**config.mk**
```make
export PLATFORM = sky130hd
export DESIGN_NAME = extint_flag_unit
export DESIGN_NICKNAME = d
export VERILOG_FILES = /design/src/rtl/extint_pkg.sv /design/src/rtl/extint_ctrl.sv /design/src/rtl/extint_datapath.sv /design/src/rtl/extint_flag_unit.sv
export SDC_FILE = /design/constraint.sdc
export NUM_CORES = 1
export LEC_CHECK = 0
export ABC_AREA = 1
export BUFFER_PORTS_ARGS = -buffer_cell sky130_fd_sc_hd__buf_4
export CORE_MARGIN = 2
export CORE_UTILIZATION = 26
export CTS_CLUSTER_SIZE = 30
export DETAILED_ROUTE_END_ITERATION = 8
export HOLD_SLACK_MARGIN = 0.1
export PLACE_DENSITY = 0.5
export SLEW_MARGIN = 20
export SYNTH_ARGS = -nofsm -noshare
export SYNTH_HDL_FRONTEND = slang
export SYNTH_SLANG_ARGS = --single-unit
```
**constraint.sdc**
```tcl
create_clock -name clk -period 0.9 [get_ports clk]
set_input_delay 0.09 -clock clk [delete_from_list [all_inputs] [get_ports clk]]
set_output_delay 0.09 -clock clk [all_outputs]
set_load 0.03 [all_outputs]
```
**src/rtl/extint_pkg.sv**
```systemverilog
package extint_pkg;

  parameter int EXT_CH = 8;

  typedef enum logic [1:0] {
    DET_LOW  = 2'b00,
    DET_HIGH = 2'b01,
    DET_RISE = 2'b10,
    DET_FALL = 2'b11
  } detMode_e;

  typedef struct packed {
    logic [EXT_CH-1:0] setMask;
    logic [EXT_CH-1:0] clrMask;
  } chStrobe_t;

endpackage

```
**src/rtl/extint_ctrl.sv**
```systemverilog
module extint_ctrl
  import extint_pkg::*;
#(
  parameter int SYNC_STAGES = 2
) (
  input  logic                  clk,
  input  logic                  rstN,
  input  logic [EXT_CH-1:0]     pinIn,
  input  logic [2*EXT_CH-1:0]   detSel,
  input  logic                  flagWrEn,
  input  logic [EXT_CH-1:0]     flagWrData,
  input  logic [EXT_CH-1:0]     svcAck,
  output chStrobe_t             strobe
);

  localparam int NUM_CH  = EXT_CH;
  localparam int LAST_ST = SYNC_STAGES - 1;

  logic [NUM_CH-1:0] syncQ [SYNC_STAGES];
  logic [NUM_CH-1:0] pinPrev;
  logic [NUM_CH-1:0] pinNow;
  logic [NUM_CH-1:0] detHit;
  logic [NUM_CH-1:0] wrClr;

  // synchroniser chain, stage 0 samples the raw pins
  always_ff @(posedge clk or negedge rstN) begin
    if (!rstN) begin
      syncQ[0] <= '0;
    end else begin
      syncQ[0] <= pinIn;
    end
  end

  generate
    for (genvar st = 1; st < SYNC_STAGES; st++) begin : g_sync
      always_ff @(posedge clk or negedge rstN) begin
        if (!rstN) begin
          syncQ[st] <= '0;
        end else begin
          syncQ[st] <= syncQ[st-1];
        end
      end
    end
  endgenerate

  assign pinNow = syncQ[LAST_ST];

  always_ff @(posedge clk or negedge rstN) begin
    if (!rstN) begin
      pinPrev <= '0;
    end else begin
      pinPrev <= pinNow;
    end
  end

  // per-channel condition decode
  generate
    for (genvar ch = 0; ch < NUM_CH; ch++) begin : g_det
      detMode_e modeSel;
      assign modeSel = detMode_e'(detSel[2*ch +: 2]);
      always_comb begin
        unique case (modeSel)
          DET_LOW:  detHit[ch] = ~pinNow[ch];
          DET_HIGH: detHit[ch] = pinNow[ch];
          DET_RISE: detHit[ch] = pinNow[ch] & ~pinPrev[ch];
          DET_FALL: detHit[ch] = ~pinNow[ch] & pinPrev[ch];
          default:  detHit[ch] = 1'b0;
        endcase
      end
    end
  endgenerate

  assign wrClr          = flagWrEn ? ~flagWrData : '0;
  assign strobe.setMask = detHit;
  assign strobe.clrMask = wrClr | svcAck;

endmodule

```
**src/rtl/extint_datapath.sv**
```systemverilog
module extint_datapath
  import extint_pkg::*;
(
  input  logic              clk,
  input  logic              rstN,
  input  chStrobe_t         strobe,
  input  logic [EXT_CH-1:0] chanEn,
  output logic [EXT_CH-1:0] flags,
  output logic              irqOut
);

  localparam int NUM_CH = EXT_CH;

  logic [NUM_CH-1:0] flagsNext;

  // set has priority over clear so no event is lost
  assign flagsNext = (flags & ~strobe.clrMask) | strobe.setMask;

  always_ff @(posedge clk or negedge rstN) begin
    if (!rstN) begin
      flags <= '0;
    end else begin
      flags <= flagsNext;
    end
  end

  assign irqOut = |(flags & chanEn);


  set_lands_chk: assert property (@(posedge clk) disable iff (!rstN)
    (strobe.setMask != '0) |=> ((flags & $past(strobe.setMask)) == $past(strobe.setMask)));


  clear_lands_chk: assert property (@(posedge clk) disable iff (!rstN)
    ((strobe.clrMask & ~strobe.setMask) != '0)
      |=> ((flags & $past(strobe.clrMask & ~strobe.setMask)) == '0));


  hold_chk: assert property (@(posedge clk) disable iff (!rstN)
    1'b1 |=> (((flags ^ $past(flags)) & ~$past(strobe.setMask | strobe.clrMask)) == '0));


  no_spurious_set_chk: assert property (@(posedge clk) disable iff (!rstN)
    1'b1 |=> ((flags & ~$past(flags) & ~$past(strobe.setMask)) == '0));

endmodule

```
**src/rtl/extint_flag_unit.sv**
```systemverilog
module extint_flag_unit
  import extint_pkg::*;
#(
  parameter int SYNC_STAGES = 2
) (
  input  logic                clk,
  input  logic                rstN,
  input  logic [EXT_CH-1:0]   pinIn,
  input  logic [2*EXT_CH-1:0] detSel,
  input  logic [EXT_CH-1:0]   chanEn,
  input  logic                flagWrEn,
  input  logic [EXT_CH-1:0]   flagWrData,
  input  logic [EXT_CH-1:0]   svcAck,
  output logic [EXT_CH-1:0]   flagRdData,
  output logic                irqOut
);

  chStrobe_t strobe;

  extint_ctrl #(.SYNC_STAGES(SYNC_STAGES)) ctrl_i (
    .clk        (clk),
    .rstN       (rstN),
    .pinIn      (pinIn),
    .detSel     (detSel),
    .flagWrEn   (flagWrEn),
    .flagWrData (flagWrData),
    .svcAck     (svcAck),
    .strobe     (strobe)
  );

  extint_datapath dp_i (
    .clk    (clk),
    .rstN   (rstN),
    .strobe (strobe),
    .chanEn (chanEn),
    .flags  (flagRdData),
    .irqOut (irqOut)
  );


  irq_needs_enable_chk: assert property (@(posedge clk) disable iff (!rstN)
    irqOut |-> ((flagRdData & chanEn) != '0));

endmodule

```
==> metrics.md <==
| Metric | Value |
|---|---|
| Run status | finished with violations |
| Diode count | 0 |
| Total GRT Usage | 11.2% |
| DRC | 0 |
| Crit path DAT | 1.10 ns |
| YS warnings | 0 |
| Leakage | 1.38 nW |
| DR WL/cell | 9.00 µm |
| GRT busiest layer | met2 |
| Pwr per Cell Area | 1510 nW/µm² |
| Final hold vios | 0 |
| Sequential share of power | 44.5% |
| Sequential fraction of the synthesis area | 55.2% |
| Die ar. | 6200 µm² |
| Met3 usage | 4.20% |
| Largest net degree at the start of global routing | 33 |
| CTS root buffer | clkbuf_8 |
| CTS sink count | 32 |
| Dpl cell area | 2030 µm² |
| Final Util | 44.1% |
| Port Buffer Count | 59 |
| Hold Path Class | in -> reg |
| Htree depth | 2 |
| Total gr overflow | 0 |
| Post-synth cell types | 7 |
| Clock Skews | 0.00564 ns |
| Syn Inst Count | 200 |
| ANT nets after route | 0 |
| Clock latency at the later pin of the worst-skew pair | 0.28 ns |
| Fin crit period | 1.19 ns |
| Rel. slew slack | 72.8% |
| Wirelength, routed | 3290 µm |
| Vias per cell | 3.81 |
| Slew Viols, Final | 0 |
| Worst slew pin tran | 0.407 ns |
| Met2 GRT Util | 19.0% |
| Pre-CTS WS | -0.0290 ns |
| NetSw | 0.977 mW |
| Vias | 1391 |
| HPWL Detailed | 2380 µm |
| Clock tree buffer depth | 2 |
| Clock Pin Slew Worst Setup and Hold Paths | 0.06 ns |
| Total iterations of the first detailed-routing run | 4 |
| Logic pwr share | 24.8% |
| Vias in the first global route | 1347 |
| Clock power share | 30.7% |
| Max Cap Viol | 0 |
| Critical path fanouts, max | 2 |
| Nets@finish | 343 |
| Failing checks | negative setup slack |
| Syn-to-layout area delta | 65.3% |
| CTS tree | done |
| Peak VDD IR | 0.946 mV |
| Critical path startpoint category | flop |
| Met1 GRT Util | 12.1% |
| Design area | 2400 µm² |
| Cell Area, Synth | 1450 µm² |
| Initial antenna violation count | 0 |
| Max Clk Rate | 843 MHz |
| Critical Path RT | 0.81 ns |
| Height of the chip | 78.7 µm |
| Share of layout cells above drive strength 1 | 34.8% |
| Core Region | 5440 µm² |
| Global-route wire length before repair | 5280 µm |
| Synth Area per Inst | 7.26 µm² |
| Gpl congestion | 0.709 |
| Initial drt markers | 32 |
| Switching Fraction | 26.9% |
| Int Pwr | 2.65 mW |
| Final Cycle Share | 132% |
| CP Class | reg -> out |
| Std-Cell Rows | 27 |
| Crit. End Element | output port |
| FF+latch count, synth | 32 |
| Post-route worst setup slack | -0.286 ns |
| Setup violators final | 9 |
| Number of buffers created by CTS | 5 |
| Starting Density | 26.7% |
| DIE WIDTH | 78.7 µm |
| RSZ-0062 raised after global routing | yes |
| Syn nets | 251 |
| I/O pins | 60 |
[cells by family (layout without fill, tap and decap cells)]
kind of cell / count (synthesis) / after routing / share of synthesized area [%]
AND/OR/NAND/NOR: 111 / 111 / 29.4
buffers and inverters: 49 / 142 / 12.7
flip-flops: 32 / 32 / 55.2
AO/OA/AOI/OAI: 8 / 8 / 2.76
[worst max-delay path, cell delays in order (launching register included)]
cell	delay (ns)
dfrtp_2	0.41
nand2_1	0.06
nand2_1	0.06
nor2_2	0.11
nand2_2	0.05
buf_6	0.13
[repair_timing]
action                                  CTS  global route
pin swaps                                 2             7
hold buffers                             20             0
hold endpoints to repair                 48             0
endpoints found under the setup margin   11            17
resized for setup                        12            29
buffers inserted                          1             2
[cells in the mapped netlist]
master / n / area, µm²
inv_2: 1 / 3.75
dfrtp_1: 32 / 801
nand2_1: 77 / 289
nor2_1: 26 / 97.6
nand3_1: 8 / 40.0
o21ai_0: 8 / 40.0
inv_1: 48 / 180
[power by group through the flow]
stage	logic [mW]	clock network [mW]	registers, mW
after floorplan	0.243	0	1.74
after global placement	0.744	0	1.63
after detailed placement	0.743	0	1.63
after CTS	0.874	1.16	1.61
after global routing	0.992	1.23	1.63
final	0.899	1.11	1.61
[per-layer routing]
layer / wire length (µm) / vias to the layer above
met2: 1540 / 42
met1: 1390 / 585
met3: 259 / 11
li1: - / 753
met4: 99 / 0
met5: 0 / -
[path summary, 6_finish.rpt]
path                            slack, ns  cells past startpoint          endpoint              from
worst max register to register       0.03                      5     dp_i.flags[5]     dp_i.flags[5]
worst min register to register       0.34                      0  ctrl_i.pinNow[7]  ctrl_i.syncQ[15]
worst max-delay path                -0.29                      5            irqOut     dp_i.flags[5]
min in group asynchronous            0.29                      2   ctrl_i.syncQ[9]              rstN
max in group asynchronous            0.30                      2     dp_i.flags[5]              rstN
worst min-delay path                 0.10                      4     dp_i.flags[3]         svcAck[3]
[cell usage in the layout (no fill, tap or decap)]
cell and count:
buf_4 53, buf_6 12, clkbuf_1 2, clkbuf_8 6, dfrtp_1 24, dfrtp_2 8
dlygate4sd3_1 20, inv_1 36, inv_2 13, nand2_1 70, nand2_2 7, nand3_1 8
nor2_1 23, nor2_2 3, o21ai_0 1, o21ai_1 7
[stage by stage]
step	hold slack (ns)	cells	setup TNS (ns)	power, mW
2_1_floorplan	-0.206	200	-0.0195	1.98
4_1_cts	0.104	365	-1.27	3.65
6_report	0.105	365	-1.12	3.63
5_1_grt	0.120	365	-1.66	3.85
3_5_place_dp	0.0607	336	-0.0290	2.38
3_3_place_gp	0.0638	336	-0.0241	2.37
[cell type report]
type,instances,area [µm²]
Clock buffer,8,90.1
Multi-Input combinational cell,119,492
Inverter,49,184
Fill cell,570,3040
Timing Repair Buffer,85,733
Sequential cell,32,811
Tap cell,72,90.1
[flip-flops by register name, indices dropped and copies added, names as in the netlist]
| name | flops |
|---|---|
| ctrl_i.pinPrev | 8 |
| dp_i.flags | 8 |
| ctrl_i.pinNow | 8 |
| ctrl_i.syncQ | 8 |
Power figures use the tool's default switching activity.
